### config.mk
export PLATFORM = sky130hd
export DESIGN_NAME = wdt_window_top
export DESIGN_NICKNAME = d
export VERILOG_FILES = /design/src/rtl/wdt_window_pkg.sv /design/src/rtl/wdt_window_presc.sv /design/src/rtl/wdt_window_busy.sv /design/src/rtl/wdt_window_count.sv /design/src/rtl/wdt_window_top.sv
export SDC_FILE = /design/constraint.sdc
export NUM_CORES = 1
export LEC_CHECK = 0
export ABC_AREA = 1
export CORE_ASPECT_RATIO = 0.6
export CORE_UTILIZATION = 50
export DETAILED_ROUTE_END_ITERATION = 8
export DONT_BUFFER_PORTS = 1
export GPL_ROUTABILITY_DRIVEN = 0
export HOLD_SLACK_MARGIN = 0.12
export PLACE_DENSITY = 0.67
export SYNTH_ARGS = -nofsm -noshare
export SYNTH_HDL_FRONTEND = slang
export SYNTH_SLANG_ARGS = --single-unit
### constraint.sdc
create_clock -name clk -period 3.1 [get_ports clk]
set_clock_uncertainty 0.05 [all_clocks]
set_input_delay 0.155 -clock clk [delete_from_list [all_inputs] [get_ports clk]]
set_output_delay 0.155 -clock clk [all_outputs]
set_load 0.05 [all_outputs]
### src/rtl/wdt_window_pkg.sv
package wdt_window_pkg;
  localparam int CW = 16;
  localparam int AW = 3;
  localparam logic [CW-1:0] REFRESH_KEY = 16'hCCCC;
  localparam logic [AW-1:0] ADR_RELOAD  = 3'd0;
  localparam logic [AW-1:0] ADR_COUNT   = 3'd1;
  localparam logic [AW-1:0] ADR_CTRL    = 3'd2;
  localparam logic [AW-1:0] ADR_REFRESH = 3'd3;
  localparam logic [AW-1:0] ADR_STATUS  = 3'd4;
  localparam logic [AW-1:0] ADR_MINIMUM = 3'd5;

  typedef struct packed {
    logic       win;
    logic       div2;
    logic       pdpause;
    logic       ie;
    logic [1:0] pre;
    logic       act_irq;
    logic       en;
  } ctl_t;
endpackage

### src/rtl/wdt_window_presc.sv
module wdt_window_presc #(
  parameter int STEP  = 4,
  parameter int CODES = 4,
  localparam int PW   = STEP * (CODES - 1) + 2,
  localparam int SHW  = $clog2(PW + 1),
  localparam int SW   = $clog2(CODES)
) (
  input  logic          clk,
  input  logic          rst_n,
  input  logic          tick,
  input  logic          run,
  input  logic          clear,
  input  logic [SW-1:0] pre,
  input  logic          div2,
  output logic          adv
);
  logic [PW-1:0]  pcnt_q, pcnt_d, term;
  logic [SHW-1:0] shamt;

  always_comb begin
    shamt = SHW'(pre) * SHW'(STEP) + SHW'(div2);
    term  = (PW'(1) << shamt) - PW'(1);
    adv   = run && tick && (pcnt_q == term);
    if (clear)            pcnt_d = '0;
    else if (adv)         pcnt_d = '0;
    else if (run && tick) pcnt_d = pcnt_q + PW'(1);
    else                  pcnt_d = pcnt_q;
  end

  always_ff @(posedge clk or negedge rst_n) begin
    if (!rst_n) pcnt_q <= '0;
    else        pcnt_q <= pcnt_d;
  end


  presc_wrap_chk: assert property (@(posedge clk) disable iff (!rst_n)
    adv |=> (pcnt_q == '0));
endmodule

### src/rtl/wdt_window_busy.sv
module wdt_window_busy #(
  parameter int N    = 4,
  parameter int HOLD = 2,
  localparam int HW  = $clog2(HOLD + 1)
) (
  input  logic         clk,
  input  logic         rst_n,
  input  logic         tick,
  input  logic [N-1:0] set,
  output logic [N-1:0] busy
);
  for (genvar g = 0; g < N; g++) begin : g_flag
    logic [HW-1:0] cnt_q, cnt_d;
    always_comb begin
      if (set[g])                       cnt_d = HW'(HOLD);
      else if (tick && cnt_q != '0)     cnt_d = cnt_q - HW'(1);
      else                              cnt_d = cnt_q;
    end
    always_ff @(posedge clk or negedge rst_n) begin
      if (!rst_n) cnt_q <= '0;
      else        cnt_q <= cnt_d;
    end
    assign busy[g] = (cnt_q != '0);


    busy_hold_max_chk: assert property (@(posedge clk) disable iff (!rst_n)
      set[g] |=> busy[g]);
  end
endmodule

### src/rtl/wdt_window_count.sv
module wdt_window_count #(
  parameter int CW = 16
) (
  input  logic          clk,
  input  logic          rst_n,
  input  logic          reload,
  input  logic [CW-1:0] reload_val,
  input  logic          adv,
  output logic [CW-1:0] cnt,
  output logic          at_zero
);
  logic [CW-1:0] cnt_q, cnt_d;

  always_comb begin
    if (reload)                   cnt_d = reload_val;
    else if (adv && cnt_q != '0)  cnt_d = cnt_q - CW'(1);
    else                          cnt_d = cnt_q;
  end

  always_ff @(posedge clk or negedge rst_n) begin
    if (!rst_n) cnt_q <= '1;
    else        cnt_q <= cnt_d;
  end

  assign cnt     = cnt_q;
  assign at_zero = (cnt_q == '0);


  count_step_chk: assert property (@(posedge clk) disable iff (!rst_n)
    (!reload && !adv) |=> $stable(cnt_q));
endmodule

### src/rtl/wdt_window_top.sv
module wdt_window_top
  import wdt_window_pkg::*;
(
  input  logic          clk,
  input  logic          rst_n,
  input  logic          tick,
  input  logic          pd_in,
  input  logic          wr_en,
  input  logic [AW-1:0] wr_addr,
  input  logic [CW-1:0] wr_data,
  input  logic [AW-1:0] rd_addr,
  output logic [CW-1:0] rd_data,
  output logic          irq,
  output logic          rst_req
);
  localparam int NBUSY = 4;

  ctl_t          ctl_q, ctl_d;
  logic [CW-1:0] reload_q, reload_d, minimum_q, minimum_d;
  logic          lock_q, lock_d, irqf_q, irqf_d, rreq_q, rreq_d;
  logic [CW-1:0] cnt;
  logic          at_zero, adv, run;
  logic          ctl_wr, reload_wr, min_wr, ref_wr, stat_wr, refresh;
  logic          key_ok, early, bad_key, timeout, fault, good_ref, start, reload;
  logic [NBUSY-1:0] busy, busy_set;

  always_comb begin
    ctl_wr    = wr_en && wr_addr == ADR_CTRL && !lock_q;
    reload_wr = wr_en && wr_addr == ADR_RELOAD;
    min_wr    = wr_en && wr_addr == ADR_MINIMUM;
    ref_wr    = wr_en && wr_addr == ADR_REFRESH;
    stat_wr   = wr_en && wr_addr == ADR_STATUS;
    refresh   = ref_wr && ctl_q.en && !rreq_q;
    key_ok    = (wr_data == REFRESH_KEY);
    early     = refresh && key_ok && ctl_q.win && (cnt > minimum_q);
    bad_key   = refresh && !key_ok;
    run       = ctl_q.en && !(ctl_q.pdpause && pd_in) && !rreq_q;
    timeout   = adv && at_zero;
    fault     = timeout || early || bad_key;
    good_ref  = refresh && key_ok && !early;
    start     = ctl_wr && wr_data[0];
    reload    = start || good_ref || (fault && ctl_q.act_irq);
    busy_set  = {min_wr, ref_wr, reload_wr, ctl_wr};
  end

  always_comb begin
    ctl_d     = ctl_wr ? ctl_t'(wr_data[7:0]) : ctl_q;
    reload_d  = reload_wr ? wr_data : reload_q;
    minimum_d = min_wr ? wr_data : minimum_q;
    lock_d    = lock_q || start;
    rreq_d    = rreq_q || (fault && !ctl_q.act_irq);
    if (fault && ctl_q.act_irq)    irqf_d = 1'b1;
    else if (stat_wr && wr_data[0]) irqf_d = 1'b0;
    else                           irqf_d = irqf_q;
  end

  always_ff @(posedge clk or negedge rst_n) begin
    if (!rst_n) begin
      ctl_q     <= '0;
      reload_q  <= '1;
      minimum_q <= '0;
      lock_q    <= 1'b0;
      irqf_q    <= 1'b0;
      rreq_q    <= 1'b0;
    end else begin
      ctl_q     <= ctl_d;
      reload_q  <= reload_d;
      minimum_q <= minimum_d;
      lock_q    <= lock_d;
      irqf_q    <= irqf_d;
      rreq_q    <= rreq_d;
    end
  end

  wdt_window_presc #(.STEP(4), .CODES(4)) presc_i (
    .clk(clk), .rst_n(rst_n), .tick(tick), .run(run), .clear(reload),
    .pre(ctl_q.pre), .div2(ctl_q.div2), .adv(adv));

  wdt_window_count #(.CW(CW)) count_i (
    .clk(clk), .rst_n(rst_n), .reload(reload), .reload_val(reload_q),
    .adv(adv), .cnt(cnt), .at_zero(at_zero));

  wdt_window_busy #(.N(NBUSY), .HOLD(2)) busy_i (
    .clk(clk), .rst_n(rst_n), .tick(tick), .set(busy_set), .busy(busy));

  always_comb begin
    case (rd_addr)
      ADR_RELOAD:  rd_data = reload_q;
      ADR_COUNT:   rd_data = cnt;
      ADR_CTRL:    rd_data = {8'h00, ctl_q};
      ADR_STATUS:  rd_data = {10'h000, busy, lock_q, irqf_q};
      ADR_MINIMUM: rd_data = minimum_q;
      default:     rd_data = '0;
    endcase
  end

  assign irq     = irqf_q && ctl_q.ie;
  assign rst_req = rreq_q;


  lock_sticky_chk: assert property (@(posedge clk) disable iff (!rst_n)
    lock_q |=> lock_q);

  ctl_frozen_chk: assert property (@(posedge clk) disable iff (!rst_n)
    (lock_q && wr_en && wr_addr == ADR_CTRL) |=> $stable(ctl_q));

  rreq_sticky_chk: assert property (@(posedge clk) disable iff (!rst_n)
    rreq_q |=> (rreq_q && $stable(cnt)));

  pd_hold_chk: assert property (@(posedge clk) disable iff (!rst_n)
    (ctl_q.en && ctl_q.pdpause && pd_in && !wr_en) |=> $stable(cnt));

  idle_hold_chk: assert property (@(posedge clk) disable iff (!rst_n)
    (!ctl_q.en && !(wr_en && wr_addr == ADR_CTRL)) |=> $stable(cnt));
endmodule

==> results of run 1 <==
-- layout make-up --
class | instances | area [µm²] | share of cell area
flip-flops and latches | 81 | 2070 | 0.331
clock buffers | 11 | 233 | 0.0373
repair buffers | 48 | 440 | 0.0705
well taps | 139 | 174 | 0.0278
clock inverters | 5 | 80.1 | 0.0128
multi-input cells | 527 | 2830 | 0.453
inverters | 112 | 420 | 0.0673
-- critical path, stage by stage, from the launching register on --
cell	delay, ps
dfrtp_1	600
inv_2	100
nand3_1	100
ha_1	420
nand3_1	240
nand2_1	100
nand2_1	110
nor2_2	130
nor2_2	70
nand4_1	70
nand2_1	80
nand2_2	130
buf_4	340
nand3_1	140
nand2_1	90
nand2_1	60
-- layout by cell type (no fill, tap or decap), types with 7 or more instances in the layout --
cell,instances
a21oi_1,13
xor2_1,15
inv_1,106
nand4_1,28
nor3_2,13
ha_1,24
o21ai_0,51
dfstp_2,32
nand2_1,210
o221ai_1,7
dlygate4sd3_1,24
dfrtp_1,48
buf_4,23
nor2_1,50
nand3_1,51
clkbuf_16,9
-- metrics by stage --
stage                     utilization  hold WS (ps)  power, W  cells
after floorplan                     -          -191   0.00169    744
after global placement          0.534          -188   0.00181    882
after detailed placement        0.534          -187   0.00185    882
after CTS                       0.589           135   0.00306    923
after global routing            0.590           154   0.00320    923
final                           0.590           141   0.00304    923
-- layer usage --
layer  vias to the layer above  track usage  part of all wire
li1                       2489            -                 -
met1                      2437        0.433              0.48
met2                       239        0.398              0.42
met3                        20       0.0519             0.087
met4                         0       0.0639             0.012
met5                         -            0                 0
-- timing repair --
item	in CTS	in global routing
gates resized for setup	0	2
hold buffers	25	0
setup endpoints to repair	0	7
hold endpoints to repair	125	0
-- final timing paths --
kind	end	depth (start not counted)
worst max-delay path	count_i.cnt[4]	15
worst min-delay path	busy_i.g_flag[0].cnt_q[1]	3
worst max register to register	count_i.cnt[4]	15
worst min register to register	minimum_q[1]	2
max in group asynchronous	count_i.cnt[10]	2
min in group asynchronous	presc_i.pcnt_q[5]	2
-- power by group --
group	switching [W]	internal, W	total, W
sequential	0.0000804	0.00122	0.00130
combinational	0.000369	0.000225	0.000593
clock	0.000437	0.000705	0.00114
-- state kept, by name, indices dropped and copies added (netlist names) --
name                 flops
busy_i.g_flag.cnt_q      8
ctl_q                    8
reload_q                16
minimum_q               16
count_i.cnt             16
irqf_q                   1
presc_i.pcnt_q          14
rst_req                  1
lock_q                   1
-- kinds of logic after synthesis --
| group | after synthesis |
|---|---|
| simple gates | 381 |
| buf+inv | 136 |
| compound gates | 101 |
| flops | 81 |
| fa+ha+maj | 24 |
| xor+xnor | 21 |
==> summary.md, run 1 <==
| Metric | Value |
|---|---|
| Max transition margin | `0.268` |
| First-pass GRT wire length | `24.7 mm` |
| Final Instance Area | `6250 µm²` |
| Core area | `10600 µm²` |
| Critical Setup Path Class | `reg2reg` |
| Drt first-iter violations | `512` |
| Main synth FF type | `dfrtp_1` |
| Syn avg cell area | `7.35 µm²` |
| Final wirelength | `14.9 mm` |
| Post-DRT Antenna Nets | `0` |
| Worst Setup Start Kind | `flip-flop` |
| Final net count | `830` |
| Residual DRC count | `0` |
| Total number of yosys warnings | `0` |
| Cell Rows | `29` |
| Share of cells above drive strength 1 | `0.130` |
| CTS tree | `done` |
| Wire per inst | `16.1 µm` |
| Clk_lat worst skew | `340 ps` |
| RSZ-0062 raised after global routing | `no` |
| Async set or reset register ratio after synthesis | `1.00` |
| Post-Synth Simple-Gate Area | `0.318` |
| Setup tns final | `0 ps` |
| Initial antenna violation count | `0` |
| Max-slew violations | `0` |
| IO Count | `45` |
| Vias after detailed routing | `5185` |
| Worst reg-to-reg setup slack | `180 ps` |
| Worst-case clock buffer depth | `2` |
| Seq/Total Area, Yosys | `0.378` |
| Final Worst Setup Slack | `184 ps` |
| Worst vdd ir | `0.000371 V` |
| Syn Inst Count | `744` |
| Largest family of logic cells by synthesized area | `simple AND/OR/NAND/NOR gates` |
| CP required | `3320 ps` |
| Die X-Extent | `137 µm` |
| Fmax | `343 MHz` |
| Routed vias/inst | `5.62` |
| Dpl ws | `293 ps` |
| Area share of the largest cell type after synthesis | `0.224` |
| Worst-path clk slew | `60 ps` |
| Leakage | `3.05 nW` |
| Vert. Die Dim | `83.0 µm` |
| Die area | `11400 µm²` |
| H-tree depth | `3` |
| Final Hold Vio Count | `0` |
| Synth area leader | `dfrtp_1` |
| Fillers | `960` |
| Most frequent cells after synthesis | `nand2_1, inv_1, o21ai_0, nand3_1, nor2_1` |
| Number of global-route vias before repair | `4815` |
| Status | `finished clean` |
| Setup crit start | `ctl_q[2]` |
| Starting density of the core | `0.516` |
| Synthesized Nets | `795` |
| Port Buffers | `0` |
| Synth Cell Area | `5470 µm²` |
| EDFF count, synth | `0` |
| Final HPWL from detailed placement | `11.0 mm` |
| CP Max Fanout | `32` |
| Detailed Routing Iterations Pass 1 | `5` |
| Worst-margin pin slew | `1100 ps` |
| Clk sink count | `81` |
| Compound-gate portion of the synthesized area | `0.109` |
| Hold path startpoint | `wr_en` |
| Critical path arrival | `3140 ps` |
| Seq cells post-synth | `81` |
| Minimum clock period | `2920 ps` |
| Max-cap viol count | `0` |
| GRT Total Usage | `0.279` |
| Synth Area in Adders | `0.0549` |
| Post-synth cell types | `45` |
| Worst min path class | `in2reg` |
| Antenna cells | `0` |
| CTS Buf Count | `9` |
| Worst R2R Start | `ctl_q[2]` |
| Synth area leaders | `dfrtp_1, dfstp_2, nand2_1, inv_1, ha_1` |
| Area growth syn-to-layout | `14.2%` |
| Pwr dens | `486 nW/µm²` |
| Post-synthesis mux area share | `0` |
| Post-CTS Setup Repair Bufs | `0` |
| Synth Area in XOR/XNOR | `0.0336` |
| Crit path capture type | `flip-flop` |
| Final worst path period share | `0.941` |
| Root buffer cell | `clkbuf_16` |
| Largest net degree at the start of global routing | `82` |
| Total gr overflow | `0` |
| Most common cell in the netlist | `nand2_1` |
| DP Area | `5660 µm²` |
| Final setup violating endpoints | `0` |
No activity file was read; power rests on OpenSTA's default activity.
==> inputs of run 2 (changes only) <==
Settings changed: PLACE_DENSITY 0.67 to 0.74.
==> summary.md, run 2 (synthesis gave the netlist of run 1 again) <==
| Metric | Value |
|---|---|
| CP Max Fanout | `32` |
| Max transition margin | `0.272` |
| Setup tns final | `0 ps` |
| Clk sink count | `81` |
| Die area | `11400 µm²` |
| Die X-Extent | `137 µm` |
| Max stage delay cell, worst path | `dfrtp_1` |
| Critical Setup Path Class | `reg2reg` |
| Cell Rows | `29` |
| Status | `finished clean` |
| Worst Setup Start Kind | `flip-flop` |
| Area growth syn-to-layout | `13.8%` |
| Initial antenna violation count | `0` |
| Total gr overflow | `0` |
| Final HPWL from detailed placement | `11.1 mm` |
| GRT Total Usage | `0.283` |
| Most common cell after layout, fill and taps aside | `nand2_1` |
| Final worst path period share | `0.925` |
| Core area | `10600 µm²` |
| Worst-path clk slew | `60 ps` |
| Critical Path, Cell by Cell | `inv_2 -> nand3_1 -> ha_1 -> nand3_1 -> nand2_1 -> nand2_1 -> nor2_2 -> nor2_2 -> nand4_1 -> nand2_1 -> nand2_2 -> buf_4 -> nand3_1 -> nand2_1 -> nand2_1` |
| Final Hold Vio Count | `0` |
| Crit path buf inv count | `2` |
| Antenna cells | `0` |
| CTS Buf Count | `9` |
| Worst min path class | `in2reg` |
| Number of global-route vias before repair | `4988` |
| IO Count | `45` |
| Leakage | `3.04 nW` |
| Minimum clock period | `2870 ps` |
| Port Buffers | `0` |
| Worst-margin pin slew | `1090 ps` |
| Pwr dens | `490 nW/µm²` |
| Final net count | `826` |
| First-pass GRT wire length | `24.8 mm` |
| Fmax | `349 MHz` |
| Share of cells above drive strength 1 | `0.127` |
| Routed vias/inst | `5.70` |
| Crit path capture type | `flip-flop` |
| Clk_lat worst skew | `350 ps` |
| Vert. Die Dim | `83.0 µm` |
| Wire per inst | `16.5 µm` |
| Starting density of the core | `0.516` |
| CTS tree | `done` |
| Final setup violating endpoints | `0` |
| H-tree depth | `3` |
| Worst-case clock buffer depth | `2` |
| Post-layout util | `0.588` |
| Detailed Routing Iterations Pass 1 | `7` |
| Worst vdd ir | `0.000289 V` |
| RSZ-0062 raised after global routing | `no` |
| Max-cap viol count | `0` |
| Largest net degree at the start of global routing | `82` |
| Max-slew violations | `0` |
| Largest delay share family, worst path | `simple AND/OR/NAND/NOR gates` |
| Drt first-iter violations | `426` |
| CP required | `3330 ps` |
| Root buffer cell | `clkbuf_16` |
| Delay of the slowest cell on the worst path | `580 ps` |
| Most frequent cells in the layout | `nand2_1, inv_1, nand3_1, o21ai_0, nor2_1` |
| Final wirelength | `15.2 mm` |
| CP most frequent cell | `nand2_1` |
| Critical path arrival | `3100 ps` |
| Residual DRC count | `0` |
| Vias after detailed routing | `5235` |
| Post-DRT Antenna Nets | `0` |
## run 2: path summary, 6_finish.rpt
kind | end | cells after the start | start | slack (ps)
worst max-delay path | count_i.cnt[11] | 15 | ctl_q[2] | 230
worst max register to register | count_i.cnt[11] | 15 | ctl_q[2] | 230
worst min-delay path | busy_i.g_flag[0].cnt_q[1] | 3 | wr_en | 180
max in group asynchronous | reload_q[15] | 2 | rst_n | 2300
min in group asynchronous | rst_req | 2 | rst_n | 320
worst min register to register | reload_q[9] | 2 | reload_q[9] | 440
## run 2: area by class of cell
cell class / instances / area [µm²]
Timing Repair Buffer: 44 / 410
Tap cell: 139 / 174
Clock buffer: 11 / 243
Fill cell: 981 / 4370
Sequential cell: 81 / 2070
Multi-Input combinational cell: 527 / 2830
Clock inverter: 5 / 78.8
Inverter: 112 / 420
## run 2: power by group
part	total [W]	internal (W)	leakage (nW)	switching [W]
logic	0.000588	0.000216	1.94	0.000371
registers	0.00130	0.00122	0.944	0.0000807
clock network	0.00116	0.000726	0.159	0.000437
## run 2: worst min-delay path, stage by stage
cell and delay (ps):
nand3_1 60, buf_4 200, o211ai_1 110
## run 2: per-layer routing
layer,GRT usage,up-vias,wire length (µm)
met4,0.0729,0,242
met1,0.404,2416,6710
met5,0,-,0
met3,0.0983,28,1920
met2,0.405,307,6300
li1,-,2484,-
## run 2: timing repair
item | in CTS | in global routing
hold buffers | 25 | 0
gates resized for setup | 0 | 2
setup buffers | 0 | 0
endpoints found under the hold margin | 125 | 0
setup endpoints to repair | 0 | 15
## run 2: through the flow
| step | cells | instance area [µm²] | setup slack, ps | hold WS, ps | total power [W] |
|---|---|---|---|---|---|
| 6_report | 919 | 6220 | 232 | 176 | 0.00305 |
| 5_1_grt | 919 | 6220 | 26.9 | 200 | 0.00320 |
| 4_1_cts | 919 | 6210 | 327 | 163 | 0.00306 |
| 3_5_place_dp | 878 | 5630 | 354 | -188 | 0.00184 |
| 3_3_place_gp | 878 | 5630 | 491 | -187 | 0.00180 |
| 2_1_floorplan | 744 | 5470 | 924 | -191 | 0.00169 |
==> inputs of run 3 (changes only) <==
Settings changed: CORE_UTILIZATION 50 to 45, PLACE_DENSITY 0.74 to 0.69.
Clock period 3.1 ns to 3.2 ns, I/O delays scaled along.
==> summary.md, run 3 (synthesis gave the netlist of run 1 again) <==
| Metric | Value |
|---|---|
| Met3 track demand over resource | `0.0649` |
| Routed vias/inst | `5.43` |
| Starting density of the core | `0.473` |
| Port Buffers | `0` |
| Worst-case clock buffer depth | `2` |
| Area growth syn-to-layout | `13.8%` |
| Max-cap viol count | `0` |
| Number of global-route vias before repair | `4913` |
| Final worst path period share | `0.902` |
| Critical Path, Cell by Cell | `inv_2 -> nand2_1 -> ha_1 -> nand3_1 -> nand2_1 -> nand2_1 -> nor2_2 -> nor2_2 -> nand4_1 -> nand2_1 -> nand2_2 -> buf_4 -> nand3_1 -> nand3_1` |
| CTS resizes | `0` |
| Leakage | `3.02 nW` |
| Worst-path clk slew | `60 ps` |
| Clk_lat worst skew | `340 ps` |
| RSZ-0062 raised after global routing | `no` |
| Core area | `11600 µm²` |
| Drt first-iter violations | `562` |
| Hold path startpoint | `wr_en` |
| Antenna cells | `0` |
| Cell Rows | `30` |
| CP Max Fanout | `32` |
| Die X-Extent | `144 µm` |
| Worst min path class | `in2reg` |
| Vias after detailed routing | `5114` |
| Final net count | `827` |
| Clk sink count | `81` |
| Pwr dens | `459 nW/µm²` |
| Delay of the slowest cell on the worst path | `570 ps` |
| Crit path capture type | `flip-flop` |
| Max transition margin | `0.274` |
| Final setup violating endpoints | `0` |
| Largest net degree at the start of global routing | `82` |
| Most common cell after layout, fill and taps aside | `nand2_1` |
| Vert. Die Dim | `87.4 µm` |
| Detailed Routing Iterations Pass 1 | `5` |
| Initial antenna violation count | `0` |
| GRT busiest layer | `met1` |
| IO Count | `45` |
| Fmax | `347 MHz` |
| Worst-margin pin slew | `1080 ps` |
| Post-DRT Antenna Nets | `0` |
| R2R cell count | `14` |
| CP required | `3420 ps` |
| Worst R2R Start | `ctl_q[3]` |
| Share of cells above drive strength 1 | `0.124` |
| Final Worst Setup Slack | `314 ps` |
| CP most frequent cell | `nand2_1` |
| GRT Total Usage | `0.261` |
| H-tree depth | `3` |
| Grt met2 use | `0.372` |
| Worst vdd ir | `0.000249 V` |
| First-pass GRT wire length | `25.1 mm` |
| Max-slew violations | `0` |
| Worst reg-to-reg setup slack | `310 ps` |
| Critical Setup Path Class | `reg2reg` |
| Wire per inst | `16.0 µm` |
| Minimum clock period | `2890 ps` |
| Met1 Use GR | `0.388` |
| Residual DRC count | `0` |
| Most frequent cells in the layout | `nand2_1, inv_1, nand3_1, o21ai_0, nor2_1` |
| Root buffer cell | `clkbuf_16` |
| Die area | `12600 µm²` |
| Final Hold Vio Count | `0` |
| Max stage delay cell, worst path | `dfrtp_1` |
| Setup crit start | `ctl_q[3]` |
| Final HPWL from detailed placement | `11.3 mm` |
| Status | `finished clean` |
| Setup tns final | `0 ps` |
| CTS tree | `done` |
| Worst Setup Start Kind | `flip-flop` |
| Dpl ws | `434 ps` |
| Critical path arrival | `3110 ps` |
| Final wirelength | `15.1 mm` |
| Total gr overflow | `0` |
| Worst hold endpoint | `busy_i.g_flag[0].cnt_q[1]` |
| Worst hold path depth | `3` |
| Reg-to-reg critical path endpoint | `count_i.cnt[8]` |
| CTS Buf Count | `9` |
| Fillers | `1117` |
run 3: changes by cell type in the layout (fill, tap and decap cells not counted):
cell | previous run | this run
clkinv_1 | 1 | 2
dlygate4sd3_1 | 24 | 25
dfrtp_1 | 48 | 49
dfrtp_2 | 1 | 0
bufinv_16 | 2 | 1
clkinv_4 | 1 | 0
nand2_4 | 0 | 1
nand2_8 | 1 | 0
clkinv_2 | 2 | 0
clkbuf_8 | 1 | 0
clkinvlp_4 | 0 | 2
inv_6 | 0 | 2
run 3: what timing repair did:
action                                 CTS  global route
hold buffers                            26             0
setup buffers                            0             0
endpoints found under the hold margin  125             0
run 3: how the worst max path moves through the flow:
stage,endpoint,slack (ps)
after floorplan,count_i.cnt[12],1020
after global placement,count_i.cnt[11],560
after detailed placement,count_i.cnt[5],430
after CTS,count_i.cnt[8],360
after global routing,count_i.cnt[3],90
final,count_i.cnt[8],310
run 3: area by class of cell:
class                      instances  area (µm²)  share of cell area
sequential                        81        2070               0.332
multi-input combinational        527        2820               0.453
clock buffer                      10         229              0.0368
clock inverter                     6        66.3              0.0107
tap                              160         200              0.0322
timing repair buffer              45         420              0.0675
inverter                         112         420              0.0675
run 3: through the flow:
| step | utilization | total power, W | hold slack [ps] | instance area [µm²] | instances |
|---|---|---|---|---|---|
| final | 0.538 | 0.00286 | 160 | 6220 | 941 |
| after global routing | 0.538 | 0.00303 | 190 | 6220 | 941 |
| after CTS | 0.538 | 0.00289 | 149 | 6220 | 941 |
| after detailed placement | 0.489 | 0.00178 | -184 | 5650 | 899 |
| after global placement | 0.489 | 0.00175 | -183 | 5650 | 899 |
| after floorplan | - | 0.00163 | -186 | 5470 | 744 |
run 3: power by group:
group	internal, W	switching [W]	leakage [nW]	total, W
logic	0.000209	0.000357	1.94	0.000566
registers	0.00118	0.0000753	0.946	0.00126
clock network	0.000608	0.000426	0.137	0.00103
run 3: worst max-delay path, delay by kind of cell, from the launching register on:
family	cells	cell delay, ps
adders and majority gates	1	400
buffers and inverters	2	450
DFF	1	570
and+or+nand+nor	11	1320
run 3: per-layer routing:
metal | vias up | share of wire
met2 | 258 | 0.39
li1 | 2484 | -
met1 | 2346 | 0.48
met3 | 26 | 0.11
met4 | 0 | 0.015
met5 | - | 0
